### config.mk
export PLATFORM = sky130hd
export DESIGN_NAME = blp_guard
export DESIGN_NICKNAME = d
export VERILOG_FILES = /design/src/rtl/blp_pkg.sv /design/src/rtl/blp_lock_decode.sv /design/src/rtl/blp_cycle_timer.sv /design/src/rtl/blp_status_bits.sv /design/src/rtl/blp_guard.sv
export SDC_FILE = /design/constraint.sdc
export NUM_CORES = 1
export LEC_CHECK = 0
export BUFFER_PORTS_ARGS = -buffer_cell sky130_fd_sc_hd__buf_2
export CAP_MARGIN = 20
export CORE_UTILIZATION = 33
export CTS_CLUSTER_DIAMETER = 30
export DETAILED_ROUTE_END_ITERATION = 8
export GPL_TIMING_DRIVEN = 0
export HOLD_SLACK_MARGIN = 0.15
export PLACE_DENSITY = 0.64
export SYNTH_ARGS = -nofsm -noshare
export SYNTH_HDL_FRONTEND = slang
export SYNTH_HIERARCHICAL = 1
export SYNTH_SLANG_ARGS = --single-unit
### constraint.sdc
create_clock -name clk -period 1.4 [get_ports clk]
set_clock_uncertainty 0.05 [all_clocks]
set_input_delay 0.14 -clock clk [delete_from_list [all_inputs] [get_ports clk]]
set_output_delay 0.14 -clock clk [all_outputs]
set_load 0.01 [all_outputs]
### src/rtl/blp_pkg.sv
package blp_pkg;
  typedef enum logic [1:0] {
    OP_SET_EN = 2'd0,
    OP_CLR_EN = 2'd1,
    OP_SR_WR  = 2'd2,
    OP_PROG   = 2'd3
  } blp_op_e;

  localparam int SR_PROT_BIT = 7;
  localparam logic [7:0] SR_MUST_ZERO = 8'h73;
  localparam logic [7:0] SR_BUSY_VAL  = 8'hFF;
endpackage

### src/rtl/blp_lock_decode.sv
module blp_lock_decode #(
  parameter int AW = 13
) (
  input  logic [1:0]    lock_code,
  input  logic [AW-1:0] addr,
  output logic          locked
);
  localparam int TOP = AW - 1;

  always_comb begin
    unique case (lock_code)
      2'b00:   locked = 1'b0;
      2'b01:   locked = addr[TOP] & addr[TOP-1];
      2'b10:   locked = addr[TOP];
      default: locked = 1'b1;
    endcase
  end
endmodule

### src/rtl/blp_cycle_timer.sv
module blp_cycle_timer #(
  parameter int CYCLES = 20
) (
  input  logic clk,
  input  logic rst,
  input  logic start,
  output logic busy,
  output logic done
);
  localparam int CW = $clog2(CYCLES + 1);
  localparam logic [CW-1:0] LOAD = CW'(CYCLES - 1);

  logic [CW-1:0] cnt_q;
  logic          busy_q;

  always_ff @(posedge clk) begin
    if (rst) begin
      busy_q <= 1'b0;
      cnt_q  <= '0;
    end else if (start && !busy_q) begin
      busy_q <= 1'b1;
      cnt_q  <= LOAD;
    end else if (busy_q) begin
      if (cnt_q == '0) busy_q <= 1'b0;
      else             cnt_q  <= cnt_q - 1'b1;
    end
  end

  assign busy = busy_q;
  assign done = busy_q && (cnt_q == '0);

  AST_TIMER_RANGE: assert property (@(posedge clk) disable iff (rst)
    busy_q |-> (cnt_q <= LOAD));
  AST_TIMER_LOAD: assert property (@(posedge clk) disable iff (rst)
    (start && !busy_q) |=> (busy_q && cnt_q == LOAD));
endmodule

### src/rtl/blp_status_bits.sv
module blp_status_bits (
  input  logic       clk,
  input  logic       rst,
  input  logic       set_en,
  input  logic       clr_en,
  input  logic       nv_wr,
  input  logic [7:0] nv_data,
  output logic       prot_en,
  output logic [1:0] lock_code,
  output logic       en_latch
);
  import blp_pkg::*;

  // Nonvolatile fields: power-on value only, untouched by soft reset.
  logic       prot_q = 1'b0;
  logic [1:0] lock_q = 2'b00;
  logic       en_q;

  always_ff @(posedge clk) begin
    if (nv_wr) begin
      prot_q <= nv_data[SR_PROT_BIT];
      lock_q <= nv_data[3:2];
    end
  end

  always_ff @(posedge clk) begin
    if (rst)         en_q <= 1'b0;
    else if (clr_en) en_q <= 1'b0;
    else if (set_en) en_q <= 1'b1;
  end

  assign prot_en   = prot_q;
  assign lock_code = lock_q;
  assign en_latch  = en_q;

  AST_NV_HOLD: assert property (@(posedge clk) disable iff (rst)
    !nv_wr |=> ($stable(prot_q) && $stable(lock_q)));
  AST_EN_CLEAR: assert property (@(posedge clk) disable iff (rst)
    clr_en |=> !en_q);
endmodule

### src/rtl/blp_guard.sv
module blp_guard #(
  parameter int AW     = 13,
  parameter int CYCLES = 20
) (
  input  logic          clk,
  input  logic          rst,
  input  logic          req_valid,
  input  logic [1:0]    req_op,
  input  logic [AW-1:0] req_addr,
  input  logic [7:0]    req_data,
  input  logic          wp_n,
  input  logic          xfer_end,
  input  logic          xfer_abort,
  output logic          grant,
  output logic          deny,
  output logic          busy,
  output logic [7:0]    status
);
  import blp_pkg::*;

  blp_op_e    op;
  logic       prot_en, en_latch, locked, cyc_busy, cyc_done;
  logic [1:0] lock_code;
  logic       pend_q, pend_sr_q, cyc_sr_q;
  logic [7:0] pend_data_q, cyc_data_q;
  logic       grant_q, deny_q;
  logic [7:0] status_q;
  logic       idle, accept, hw_prot, sr_bad, prog_ok, sr_ok;
  logic       pend_drop, start, is_write;

  assign op = blp_op_e'(req_op);

  blp_lock_decode #(.AW(AW)) u_lock (
    .lock_code (lock_code),
    .addr      (req_addr),
    .locked    (locked)
  );

  blp_cycle_timer #(.CYCLES(CYCLES)) u_timer (
    .clk   (clk),
    .rst   (rst),
    .start (start),
    .busy  (cyc_busy),
    .done  (cyc_done)
  );

  blp_status_bits u_bits (
    .clk       (clk),
    .rst       (rst),
    .set_en    (accept && op == OP_SET_EN),
    .clr_en    ((accept && op == OP_CLR_EN) || cyc_done),
    .nv_wr     (cyc_done && cyc_sr_q),
    .nv_data   (cyc_data_q),
    .prot_en   (prot_en),
    .lock_code (lock_code),
    .en_latch  (en_latch)
  );

  assign idle      = !cyc_busy && !pend_q;
  assign accept    = req_valid && idle;
  assign is_write  = (op == OP_SR_WR) || (op == OP_PROG);
  assign hw_prot   = !wp_n && prot_en;
  assign sr_bad    = |(req_data & SR_MUST_ZERO);
  assign prog_ok   = en_latch && !locked;
  assign sr_ok     = en_latch && !hw_prot && !sr_bad;
  assign pend_drop = xfer_abort || (pend_sr_q && hw_prot);
  assign start     = pend_q && xfer_end && !pend_drop;

  always_ff @(posedge clk) begin
    if (rst) begin
      grant_q     <= 1'b0;
      deny_q      <= 1'b0;
      pend_q      <= 1'b0;
      pend_sr_q   <= 1'b0;
      pend_data_q <= '0;
    end else begin
      grant_q <= 1'b0;
      deny_q  <= 1'b0;
      if (accept && op == OP_PROG) begin
        grant_q   <= prog_ok;
        deny_q    <= !prog_ok;
        pend_q    <= prog_ok;
        pend_sr_q <= 1'b0;
      end else if (accept && op == OP_SR_WR) begin
        grant_q     <= sr_ok;
        deny_q      <= !sr_ok;
        pend_q      <= sr_ok;
        pend_sr_q   <= 1'b1;
        pend_data_q <= req_data;
      end else begin
        if (req_valid && !idle && is_write) deny_q <= 1'b1;
        if (pend_q && (pend_drop || xfer_end)) pend_q <= 1'b0;
      end
    end
  end

  always_ff @(posedge clk) begin
    if (rst) begin
      cyc_sr_q   <= 1'b0;
      cyc_data_q <= '0;
    end else if (start) begin
      cyc_sr_q   <= pend_sr_q;
      cyc_data_q <= pend_data_q;
    end
  end

  always_ff @(posedge clk) begin
    if (rst) status_q <= '0;
    else     status_q <= cyc_busy ? SR_BUSY_VAL
                                  : {prot_en, 3'b000, lock_code, en_latch, 1'b0};
  end

  assign grant  = grant_q;
  assign deny   = deny_q;
  assign busy   = cyc_busy;
  assign status = status_q;

  AST_BUSY_READS_FF: assert property (@(posedge clk) disable iff (rst)
    cyc_busy |=> (status_q == SR_BUSY_VAL));
  AST_ONE_ANSWER: assert property (@(posedge clk) disable iff (rst)
    !(grant_q && deny_q));
  AST_LOCKED_REFUSED: assert property (@(posedge clk) disable iff (rst)
    (accept && op == OP_PROG && locked) |=> (deny_q && !grant_q));
  AST_GRANT_NEEDS_EN: assert property (@(posedge clk) disable iff (rst)
    (accept && is_write && !en_latch) |=> !grant_q);
  AST_LATCH_CLEARED_AFTER: assert property (@(posedge clk) disable iff (rst)
    $fell(cyc_busy) |-> !en_latch);
  AST_HW_PROT_DROPS: assert property (@(posedge clk) disable iff (rst)
    (pend_q && pend_sr_q && hw_prot) |=> (!pend_q && !cyc_busy));
  AST_BUSY_REFUSES: assert property (@(posedge clk) disable iff (rst)
    (req_valid && !idle && is_write) |=> (deny_q && !grant_q));
endmodule

== Word level (Yosys, flattened, before mapping) ==
Index checks and enable logic that the tools add are counted.
Storage, ports and cells
  register bits: 39
  input bits: 29
  output and inout port bits: 11
  word-level logic and storage cells: 85
Operators by class
  multiplexer cells: 16
  eq/ne operators: 6
  reductions and logical operators: 45
  $add $sub $neg: 1
  bitwise logic cells: 3
Operators by type and width (number)
  $logic_and A1 B1 Y1: 19
  $mux W5: 3
  $mux W1: 11
  $logic_not A1 Y1: 10
  $mux W8: 1
  $eq A2 B2 Y1 const B: 3
  $reduce_and A2 Y1: 3
  $reduce_or A2 Y1: 3
  $logic_not A5 Y1: 1
  $reduce_or A5 Y1: 1
  $sub A5 B1 Y5 const B: 1
  $eq A2 B1 Y1 const B: 2
  $logic_not A2 Y1: 2
  $logic_or A1 B1 Y1: 4
  $pmux W1 S3: 1
  $reduce_bool A3 Y1: 1
  $ne A2 B1 Y1 const B: 1
  $not A1 Y1: 2
  $reduce_bool A2 Y1: 1
  $and A1 B1 Y1: 1

== Depth between registers and ports, before layout ==
  depth after elaboration: 9
  mapped depth: 6
  gate-level depth less buffers: 6

== By module ==
The synthesis kept the hierarchy.
Modules (own cells, without submodules)
  blp_guard: area an instance 1074.8 sq um, instances 1, cells an instance 125
  blp_cycle_timer: area an instance 297.8 sq um, instances 1, cells an instance 32
  blp_status_bits: area an instance 123.9 sq um, instances 1, cells an instance 6
  blp_lock_decode: area an instance 13.8 sq um, instances 1, cells an instance 3

== Least setup slack after synthesis ==
No wires, ideal clock.
  kind: reg-to-reg
  from: register u_timer.cnt_q[0]
  to: register u_timer.cnt_q[1]
  arrival: 1.347 ns
  library setup time: 0.129 ns
  path buffers: 0
  setup slack: -0.126 ns
  cell stages (with the launch flop): 6
  cells stage by stage: dfxtp_1 -> inv_1 -> ha_1 -> or4b_4 -> a211oi_1 -> a311oi_1
Between the ends
  longest elaborated chain between the ends: 4
RTL lines
  start, declared: RTL line blp_cycle_timer.sv:13  | logic [CW-1:0] cnt_q;
  start signal, assigned: RTL line blp_cycle_timer.sv:25  | else cnt_q <= cnt_q - 1'b1;
  $sub A5 B1 Y5: RTL line blp_cycle_timer.sv:25
  $mux W5: RTL line blp_cycle_timer.sv:24  | if (cnt_q == '0) busy_q <= 1'b0;
  $mux W5: RTL line blp_cycle_timer.sv:23  | end else if (busy_q) begin
  $mux W5: RTL line blp_cycle_timer.sv:20  | end else if (start && !busy_q) begin
Parallel ways exist; a longest one is shown, timed or not. The select of a mux whose other input is x is not followed.
A chain may end at the register's enable or synchronous reset.

== Worst setup path in the final report ==
Same ends and word-level chain as after synthesis.

==> reports/metrics.yaml <==
max-clock-path-buffers: 2
htree_levels: 1
number_of_buffers_inserted_during_clock_tree_synthesis: 3
post_drt_via_cell_ratio: 4.93
achievable-frequency_ghz: 0.670
detailed_place_hpwl_um: 1940
drv_slew: 0
remaining_drc_errors: 0
fp-row-count: 21
r2r_setup_slack_ns: -0.09
fin_nets: 210
tritoncts: "built"
floorplan.die.height_um: 61.3
via_count: 1110
grt_overflow: 0
drive_gt1_share_pct: 39.7
netlist_area_um2: 1160
worstSetupStartpointType: "flop"
routed_wire_length_per_instance_um: 12.7
p_leak_uw: 0.000706
antenna_violating_nets_left: 0
layout_common_cells: "buf_2, dfxtp_1, dlygate4sd3_1"
grt_pass1_vias: 1099
crit_start: "u_timer/cnt_q[0]"
layout.cells.most_common: "buf_2"
required_ns: 1.56
timing_hold_violations_final: 0
min_delay_worst_endpoint: "pend_q"
start_util_pct: 34.5
critPathMaxStageDelay_ns: 0.50
avgSynthCellArea_um2: 9.21
final_core_utilization_pct: 50.3
critical_path.reg2reg.endpoint: "u_timer/cnt_q[1]"
grt_max_degree: 16
worst_slew_pin_slew_ns: 0.305
cts.root.buffer_cell: "clkbuf_4"
reg2regPathDepth: 5
slowest_stage: "or4b_4"
layout.filler_cells: 329
insertedDiodeCount: 0
antenna_found_initial: 0
synth.net_count: 156
design.core.area_um2: 3360
place.gp.congestion: 0.816
area_growth_syn_to_layout_pct: 45.8
path_class: "reg2reg"
cts.clk_slew.worst_paths_ns: 0.15
vdd_drop_max_mv: 0.764
grt_setup_unrepaired: "yes"
grt_first_pass_wirelength_um: 4430
netlist_instances: 126
crit_fanout: 4
min_path_cells: 4
run_status: "complete, but fails checks"
finalWirelength_um: 2850
placed_cells_incl_taps: 200
endpoint_type_of_the_worst_setup_path: "flop"
reg2reg_from: "u_timer/cnt_q[0]"
final.min_clock_period_ns: 1.49
floorplan.io_pins: 40
path_cells: "inv_2 -> ha_4 -> or4b_4 -> a211oi_2 -> a311oi_2"
post_layout_nonfiller_instances: 225
drt_pass1_iterations: 4
initialDrtViolationCount: 23
failing_checks: "setup timing"
post-route-worst-setup-slack_ns: -0.0923
crit_arrival_ns: 1.65
synth-warning-count: 6
buffer_ports.inserted: 28
number_of_clock_sinks: 26
fp.dieArea_um2: 3760
min_period_over_period_pct: 107
power.density_cell_area_nw_per_um2: 835
die_width_um: 61.3
worstHoldPathType: "in2reg"
clock_insertion_delay_worst_skew_ns: 0.33
grt_usage_pct: 16.4
maxSlewHeadroom_pct: 79.6
final_number_of_setup_violating_endpoints: 3
worst_hold_startpoint: "wp_n"
finalPower_uw: 1410
drv.max_cap_violation_count: 0
## metrics by stage
step / setup WS (ns) / instance area, um2 / setup TNS, ns / hold slack, ns
4_1_cts: -0.0919 / 1650 / -0.199 / 0.237
3_3_place_gp: -0.143 / 1390 / -0.610 / 0.345
3_5_place_dp: -0.178 / 1390 / -0.804 / 0.355
2_1_floorplan: -0.00802 / 1190 / -0.00802 / 0.159
6_report: -0.0923 / 1690 / -0.208 / 0.244
5_1_grt: -0.128 / 1690 / -0.488 / 0.227
## repair_timing
action | CTS | global route
pin swaps | 3 | 5
resized for setup | 10 | 11
endpoints found under the setup margin | 7 | 16
endpoints found under the hold margin | 12 | 0
hold buffers | 14 | 0
setup buffers | 5 | 3
## worst max-delay path: cells and delay by family, from the launching register on
family	cells	cell delay [ns]
DFF	1	0.35
adders and majority gates	1	0.14
AOI/OAI and AO/OA	2	0.27
and+or+nand+nor	1	0.50
buffers and inverters	1	0.07
## cell type report
class / instances / area [um2] / share of cell area [%]
Sequential cell: 26 / 559 / 33.1
Tap cell: 46 / 57.6 / 3.40
Multi-Input combinational cell: 84 / 583 / 34.5
Clock buffer: 3 / 22.5 / 1.33
Timing Repair Buffer: 49 / 339 / 20.0
Clock inverter: 1 / 30.0 / 1.78
Inverter: 3 / 11.3 / 0.666
Buffer: 13 / 88.8 / 5.25
## routing by layer
| layer | GRT usage [%] | wire length [um] | up-vias | part of all wire, % |
|---|---|---|---|---|
| li1 | - | - | 549 | - |
| met1 | 15.8 | 1200 | 512 | 42 |
| met2 | 31.5 | 1410 | 36 | 50 |
| met3 | 5.04 | 153 | 13 | 5.4 |
| met4 | 7.79 | 85 | 0 | 3.0 |
| met5 | 0 | 0 | - | 0 |
## flip-flops by register name (all words and copies together), names as in the netlist
name,flops
cyc_sr_q,1
u_bits/lock_code,2
u_timer/cnt_q,5
grant,1
cyc_data_q,3
u_timer/busy,1
pend_data_q,3
u_bits/prot_en,1
status,5
u_bits/en_latch,1
deny,1
pend_sr_q,1
pend_q,1
## report_power, final
group	internal [uW]	total [uW]	switching, uW
clock	290	521	231
combinational	67.5	123	55.6
sequential	762	769	6.32
## worst max-delay path by stage
stage	end	slack, ns	cells past startpoint
final	u_timer/cnt_q[1]	-0.09	5
after global routing	u_timer/cnt_q[1]	-0.13	4
after CTS	u_timer/cnt_q[1]	-0.09	5
after detailed placement	u_timer/cnt_q[1]	-0.18	6
after global placement	u_bits/lock_code[1]	-0.14	4
after floorplan	u_timer/cnt_q[1]	-0.008	5
Power figures use the tool's default switching activity.
